===== src/rtl/bpa_pkg.sv =====
// Package bpa_pkg
// Shared types for the byte-pair word assembler.
// Assumes: nothing beyond IEEE 1800-2017 packages.
package bpa_pkg;

    // Strobe event classification from the edge detector
    typedef enum logic [1:0] {
        EV_NONE = 2'b00,
        EV_RISE = 2'b01,
        EV_FALL = 2'b10
    } strobe_ev_t;

endpackage


===== src/rtl/bpa_sync.sv =====
// Module bpa_sync
// Multi-flop synchronizer for a bundle of asynchronous inputs, plus one
// extra delay stage so that a caller can compare two adjacent samples.
// Assumes: the bundle is sampled as a whole (the strobe, bus and clip
// move together), so every bit sees the same latency. The flops carry
// no reset, so they track the inputs while the rest of the block is held.
module bpa_sync #(
    parameter int W      = 10,
    parameter int STAGES = 2
) (
    input  logic         clk,
    input  logic [W-1:0] d_i,
    output logic [W-1:0] q_o,
    output logic [W-1:0] q_dly_o
);
    localparam int CHAIN = STAGES + 1;

    logic [W-1:0] stg [CHAIN];

    // First stage: capture the raw asynchronous bundle
    always_ff @(posedge clk) begin
        stg[0] <= d_i;
    end

    genvar gi;
    generate
        for (gi = 1; gi < CHAIN; gi++) begin : g_chain
            // Shift one stage further along the chain
            always_ff @(posedge clk) begin
                stg[gi] <= stg[gi-1];
            end
        end
    endgenerate

    assign q_o     = stg[STAGES-1];
    assign q_dly_o = stg[STAGES];

endmodule


===== src/rtl/bpa_edge.sv =====
// Module bpa_edge
// Classifies the synchronized strobe into rise / fall / none by comparing
// the synchronized level with its one-cycle-delayed copy.
// Assumes: both inputs come from adjacent stages of the same synchronizer.
module bpa_edge
    import bpa_pkg::*;
(
    input  logic       clk,
    input  logic       rst_n,
    input  logic       lvl_i,
    input  logic       lvl_dly_i,
    output strobe_ev_t ev_o
);
    // Combinational event decode from the level pair
    always_comb begin
        unique case ({lvl_i, lvl_dly_i})
            2'b10:   ev_o = EV_RISE;
            2'b01:   ev_o = EV_FALL;
            default: ev_o = EV_NONE;
        endcase
    end

    AST_RISE_SPACED: assert property (@(posedge clk) disable iff (!rst_n)
        (ev_o == EV_RISE) |=> (ev_o != EV_RISE));

    AST_FALL_SPACED: assert property (@(posedge clk) disable iff (!rst_n)
        (ev_o == EV_FALL) |=> (ev_o != EV_FALL));

endmodule


===== src/rtl/bpa_frame.sv =====
// Module bpa_frame
// Pairs the bytes: keeps the first byte (and its order and clip
// information) on a rise, and on the following fall publishes the whole
// word and clip flag in one cycle with a single-cycle valid pulse.
// A fall with no rise since reset is dropped and sets a sticky error.
// Assumes: ev_i and the byte/clip inputs come from the same synchronizer
// stage; hi_first_i is steady around the rise that opens a pair.
module bpa_frame
    import bpa_pkg::*;
#(
    parameter int BYTE_W = 8
) (
    input  logic                clk,
    input  logic                rst_n,
    input  strobe_ev_t          ev_i,
    input  logic [BYTE_W-1:0]   byte_i,
    input  logic                clip_i,
    input  logic                hi_first_i,
    output logic [2*BYTE_W-1:0] word_o,
    output logic                clip_o,
    output logic                valid_o,
    output logic                err_o
);
    localparam int WORD_W = 2 * BYTE_W;

    logic              armed_q;
    logic [BYTE_W-1:0] hold_byte_q;
    logic              hold_hi_q;
    logic              hold_clip_q;
    logic              take_word;
    logic              orphan_fall;
    logic [WORD_W-1:0] word_nxt;
    logic              clip_nxt;

    assign take_word   = (ev_i == EV_FALL) &&  armed_q;
    assign orphan_fall = (ev_i == EV_FALL) && !armed_q;

    // Place the held byte and the current byte in their halves
    always_comb begin
        if (hold_hi_q) begin
            word_nxt = {hold_byte_q, byte_i};
            clip_nxt = hold_clip_q;
        end else begin
            word_nxt = {byte_i, hold_byte_q};
            clip_nxt = clip_i;
        end
    end

    // Holding register: first byte, its order and its clip on a rise
    always_ff @(posedge clk) begin
        if (!rst_n) begin
            armed_q     <= 1'b0;
            hold_byte_q <= '0;
            hold_hi_q   <= 1'b0;
            hold_clip_q <= 1'b0;
        end else if (ev_i == EV_RISE) begin
            armed_q     <= 1'b1;
            hold_byte_q <= byte_i;
            hold_hi_q   <= hi_first_i;
            if (hi_first_i) begin
                hold_clip_q <= clip_i;
            end
        end
    end

    // Output register: word and clip move together on an accepted fall
    always_ff @(posedge clk) begin
        if (!rst_n) begin
            word_o <= '0;
            clip_o <= 1'b0;
        end else if (take_word) begin
            word_o <= word_nxt;
            clip_o <= clip_nxt;
        end
    end

    // Valid pulse: one cycle per accepted word
    always_ff @(posedge clk) begin
        if (!rst_n) begin
            valid_o <= 1'b0;
        end else begin
            valid_o <= take_word;
        end
    end

    // Sticky framing error for a fall with nothing to pair
    always_ff @(posedge clk) begin
        if (!rst_n) begin
            err_o <= 1'b0;
        end else if (orphan_fall) begin
            err_o <= 1'b1;
        end
    end

    AST_VALID_SINGLE: assert property (@(posedge clk) disable iff (!rst_n)
        valid_o |=> !valid_o);

    AST_WORD_HOLD: assert property (@(posedge clk) disable iff (!rst_n)
        !valid_o |-> ($stable(word_o) && $stable(clip_o)));

    AST_VALID_AFTER_FALL: assert property (@(posedge clk) disable iff (!rst_n)
        valid_o |-> $past(ev_i == EV_FALL));

    AST_ERR_STICKY: assert property (@(posedge clk) disable iff (!rst_n)
        err_o |=> err_o);

    AST_ORPHAN_DROPPED: assert property (@(posedge clk) disable iff (!rst_n)
        orphan_fall |=> (!valid_o && err_o));

    AST_RESET_CLEAR: assert property (@(posedge clk)
        !rst_n |=> (word_o == '0 && !clip_o && !valid_o && !err_o));

endmodule


===== src/rtl/byte_pair_assembler.sv =====
// Module byte_pair_assembler
// Top level: synchronizes the strobe/bus/clip bundle, finds strobe edges
// and assembles two bytes into one word with a latched clip flag.
// Assumes: strobe phases last at least one system clock and the bus is
// stable while the strobe is sampled at each level.
module byte_pair_assembler
    import bpa_pkg::*;
#(
    parameter int BYTE_W      = 8,
    parameter int SYNC_STAGES = 2
) (
    input  logic                clk,
    input  logic                rst_n,
    input  logic                strobe_i,
    input  logic [BYTE_W-1:0]   byte_i,
    input  logic                clip_i,
    input  logic                hi_first_i,
    output logic [2*BYTE_W-1:0] word_o,
    output logic                clip_o,
    output logic                valid_o,
    output logic                frame_err_o
);
    localparam int BUNDLE_W = BYTE_W + 2;
    localparam int ST_BIT   = BUNDLE_W - 1;
    localparam int CL_BIT   = BUNDLE_W - 2;

    logic [BUNDLE_W-1:0] raw_bundle;
    logic [BUNDLE_W-1:0] sync_q;
    logic [BUNDLE_W-1:0] sync_dly;
    strobe_ev_t          ev;

    assign raw_bundle = {strobe_i, clip_i, byte_i};

    bpa_sync #(
        .W      (BUNDLE_W),
        .STAGES (SYNC_STAGES)
    ) u_sync (
        .clk     (clk),
        .d_i     (raw_bundle),
        .q_o     (sync_q),
        .q_dly_o (sync_dly)
    );

    bpa_edge u_edge (
        .clk       (clk),
        .rst_n     (rst_n),
        .lvl_i     (sync_q[ST_BIT]),
        .lvl_dly_i (sync_dly[ST_BIT]),
        .ev_o      (ev)
    );

    bpa_frame #(
        .BYTE_W (BYTE_W)
    ) u_frame (
        .clk        (clk),
        .rst_n      (rst_n),
        .ev_i       (ev),
        .byte_i     (sync_q[BYTE_W-1:0]),
        .clip_i     (sync_q[CL_BIT]),
        .hi_first_i (hi_first_i),
        .word_o     (word_o),
        .clip_o     (clip_o),
        .valid_o    (valid_o),
        .err_o      (frame_err_o)
    );

endmodule


===== config.mk =====
export PLATFORM = sky130hd
export DESIGN_NAME = byte_pair_assembler
export DESIGN_NICKNAME = d
export VERILOG_FILES = /design/src/rtl/bpa_pkg.sv /design/src/rtl/bpa_sync.sv /design/src/rtl/bpa_edge.sv /design/src/rtl/bpa_frame.sv /design/src/rtl/byte_pair_assembler.sv
export SDC_FILE = /design/constraint.sdc
export NUM_CORES = 1
export LEC_CHECK = 0
export CAP_MARGIN = 20
export CORE_AREA = 2 2 67 69
export CTS_BUF_LIST = sky130_fd_sc_hd__clkbuf_8 sky130_fd_sc_hd__clkbuf_16
export DETAILED_ROUTE_END_ITERATION = 10
export DIE_AREA = 0 0 69 71
export PLACE_DENSITY_LB_ADDON = 0.2
export SYNTH_ARGS = -nofsm -noshare
export SYNTH_HDL_FRONTEND = slang
export SYNTH_SLANG_ARGS = --single-unit

===== constraint.sdc =====
create_clock -name clk -period 1.4 [get_ports clk]
set_input_delay 0.28 -clock clk [delete_from_list [all_inputs] [get_ports clk]]
set_output_delay 0.28 -clock clk [all_outputs]
set_load 0.02 [all_outputs]

==> summary by stage <==
Outcome
The flow ran to the end, and the final reports show no timing, DRC or antenna violations.

Worst setup path
The critical path ends at word_o[4]. The worst register-to-register path has a setup slack of 0.29 ns. Data arrives at the worst endpoint at slightly below 1 ns. Broken down by cell family, the worst path's largest delay share belongs to flip-flops. In this run the worst path has a maximum fanout of 2. The instance count on the critical path is 1.

The cell with the biggest individual delay on the critical path is sky130_fd_sc_hd__dfxtp_1. On the worst path, the slowest cell contributes a delay of 0.34 ns. Measured in cells, the most critical reg-to-reg path has a length of 4. The startpoint identified for the worst register-to-register timing path is u_sync.stg[0][19]. By startpoint and endpoint, the worst setup path is classified as reg2out. The required time of the critical path is about 1.1 ns. The end of the worst register-to-register path is u_frame.hold_byte_q[0]. The most critical setup path has its startpoint at u_frame.word_o[4].

Together, buffers and inverters on the worst path number 1. The kind of launch point of the worst setup path is a register. The worst setup path is captured at an output pin. Walking the worst path, the cells encountered are dlygate4sd2_1.

Global routing
The global-route layer with the greatest usage is met2. The met3 usage in global routing is 0.0356. After global routing the overflow that remains totals 0.

The met1 demand-to-capacity share in global routing is 0.154. Entering global routing, the biggest net connects 36 pins. For met2 alone, demand over resource in global routing was 0.182.

Across every metal layer, demand over resource in global routing totals 0.119. The initial antenna violation count is 0. The global-route wire length before repair is ~4600 um. The number of global-route vias before repair is 1011.

CTS
The H-tree was split into 2 levels. The number of setup buffers added after CTS is 0. The clock reaches the later pin of the worst-skew pair after between 0.2 and 0.3 ns.

The clock net sink count is slightly above 50. TritonCTS built the clock tree. The number of buffers between clock root and the deepest sink is 2.

In this run the clock root is driven by a sky130_fd_sc_hd__clkbuf_8. The clock slew at the register clock pins of the worst setup and hold paths is about 0.090 ns. Buffers inserted during clock tree synthesis total 5.

STA
The achievable frequency is between 700 and 800 MHz. The total of endpoints with negative setup slack in the final report is 0. Setup repair after global routing left no endpoint under its margin. The worst-case clock skew is ~0.0029 ns.

The number of hold violations in the final report was 0. The headroom to the max-slew limit is 0.794. The post-layout worst setup margin is 0.150 ns.

The count of final max-slew check failures was 0. The total negative slack is 0 ns. The clock period could shrink to 1.25 ns.

At the pin with the least slew margin, the transition time is between 0.3 and 0.4 ns. In the finished design, the share of the clock period the worst path needs comes to 0.893.

Synthesis
The fraction of the yosys area taken by sequential cells is 0.594. The per-instance average area after synthesis is roughly 11 um^2. The count of warnings emitted by yosys is 0. The synthesized netlist net count is between 150 and 200.

The post-synthesis sequential element count is around 50. The post-synthesis cell count is 150. In this run the cell area of the synthesized design comes to between 1500 and 2000 um^2. The count of cell types in the netlist is 14.

Flow run
Across the run, the number of max-cap violations was 0.

Power
Dividing total power by cell area gives a power density of ~1200 nW/um^2. The completed layout was analyzed and its total power is approximately 2.6 mW. In this run the static leakage power is between 1 and 1.5 nW.

The worst-case IR drop observed on VDD is roughly 0.00061 V.

Drt
In the final routed layout, each cell accounts on average for roughly 11 um. In the routed design, unresolved DRC markers number 0. The post-detailed-route via-to-cell ratio is about 4.8. The total iterations of the first detailed-routing run is 4. The count of nets left with antenna violations once routing finished came out at 0. The iteration-0 DRC count of the detailed router is 59. Across all layers, the routed design uses roughly 1100 vias. The overall routed net length is 2570 um.

Floorplanning
The area of the placeable core is ~4200 um^2. The die covers approximately 4900 um^2. In this run the horizontal extent of the chip is slightly below 70 um. During I/O placement, the number of pins put on the boundary was 32. The initial utilization of the core area, before any placement, comes to 0.409. The height of the die is 71 um.

The number of placement rows is 24.

Cells and area
The share of the core filled with cells in the final layout is 0.510. The ratio of cells with drive above 1 in the final layout is 0.0710. The total number of nets in the final design is a little under 200.

The count of cells in the finished layout, fillers not included, comes to around 240. The post-synthesis to final-layout area growth is 24.7%. The layout filler cell count is around 390. The count of antenna diodes in the layout is 0. The area of combinational cells with multiple inputs is 608 um^2. Summing all flip-flop and latch instances after layout gives 1020 um^2.

Placement
The port buffer count is 31. The number of placed instances, taps included is around 230. The congestion estimate from routability-driven global placement came to around 0.70.

The post-placement worst setup slack is ~0.12 ns. The HPWL reported at the end of detailed placement is about 1900 um.

Worst hold path
The tightest min-delay check is of the reg2reg type.
-- routing by layer --
metal  up-vias  part of all wire
met1       509              0.49
met4         0             0.012
met5         -                 0
li1        573                 -
met3         4             0.054
met2        31              0.44
-- registers in the layout (all words and copies together), names as in the netlist --
name,cells
u_frame.hold_byte_q,8
u_frame.armed_q,1
u_sync.stg,21
u_frame.valid_o,1
u_frame.word_o,16
u_frame.hold_clip_q,1
u_frame.hold_hi_q,1
u_frame.err_o,1
u_frame.clip_o,1
-- cell type report --
type,count,share of cell area
well taps,52,0.0304
repair buffers,36,0.163
multi-input cells,88,0.284
flip-flops and latches,51,0.477
clock inverters,2,0.00759
clock buffers,6,0.0386
-- how the worst min path moves through the flow --
| stage | depth (start not counted) | start | endpoint | slack [ns] |
|---|---|---|---|---|
| floorplan | 0 | byte_i[0] | u_sync.stg[0][0] | 0.31 |
| finish | 0 | u_sync.stg[0][9] | u_sync.stg[0][19] | 0.33 |
| detailed placement | 0 | u_sync.stg[0][4] | u_sync.stg[0][14] | 0.31 |
| global route | 0 | u_sync.stg[0][7] | u_sync.stg[0][17] | 0.34 |
| global placement | 0 | u_sync.stg[0][9] | u_sync.stg[0][19] | 0.31 |
| CTS | 0 | u_sync.stg[0][4] | u_sync.stg[0][14] | 0.33 |
-- metrics by stage --
step,hold slack [ns],area [um^2]
finish,0.332,2140
global route,0.340,2140
CTS,0.334,2140
detailed placement,0.313,2070
global placement,0.311,2070
floorplan,0.308,1720
-- kinds of logic after synthesis --
logic type	count (synthesis)	synth area share
buf+inv	11	0.0517
mux	18	0.105
simple gates	42	0.102
flops	51	0.594
compound gates	28	0.147
-- report_power, final --
group | total [mW] | switching, mW | internal, mW
clock network | 0.851 | 0.448 | 0.403
registers | 1.55 | 0.0341 | 1.52
logic | 0.206 | 0.0966 | 0.109
-- Yosys cell counts --
cell type,count,area [um^2]
sky130_fd_sc_hd__a21boi_0,9,67.6
sky130_fd_sc_hd__and2_1,1,6.26
sky130_fd_sc_hd__and3b_1,1,8.76
sky130_fd_sc_hd__buf_2,2,10.0
sky130_fd_sc_hd__buf_6,6,67.6
sky130_fd_sc_hd__clkbuf_1,3,11.3
sky130_fd_sc_hd__dfxtp_1,51,1020
sky130_fd_sc_hd__mux2i_1,18,180
sky130_fd_sc_hd__nand2_1,37,139
sky130_fd_sc_hd__nor2b_1,1,6.26
sky130_fd_sc_hd__nor3b_1,1,7.51
sky130_fd_sc_hd__o211a_1,17,170
sky130_fd_sc_hd__o21a_1,2,15.0
sky130_fd_sc_hd__or2b_1,1,7.51
-- cell usage in the layout (no fill, tap or decap) --
cell type,instances
sky130_fd_sc_hd__dlygate4sd2_1,19
sky130_fd_sc_hd__clkinv_4,1
sky130_fd_sc_hd__buf_4,3
sky130_fd_sc_hd__dfxtp_1,51
sky130_fd_sc_hd__or2b_1,1
sky130_fd_sc_hd__o211a_1,17
sky130_fd_sc_hd__clkinvlp_4,1
sky130_fd_sc_hd__o21a_1,2
sky130_fd_sc_hd__nor2b_1,1
sky130_fd_sc_hd__clkdlybuf4s50_1,12
sky130_fd_sc_hd__clkbuf_8,6
sky130_fd_sc_hd__nand2_1,37
sky130_fd_sc_hd__nor3b_1,1
sky130_fd_sc_hd__mux2i_1,18
sky130_fd_sc_hd__buf_12,2
sky130_fd_sc_hd__and2_1,1
sky130_fd_sc_hd__and3b_1,1
sky130_fd_sc_hd__a21boi_0,9
-- repair_timing --
item | 4_1_cts | 5_1_grt
resized for setup | 19 | 0
hold buffers | 0 | 0
setup endpoints to repair | 19 | 0
endpoints found under the hold margin | 0 | 0
No activity file was read; power rests on OpenSTA's default activity.
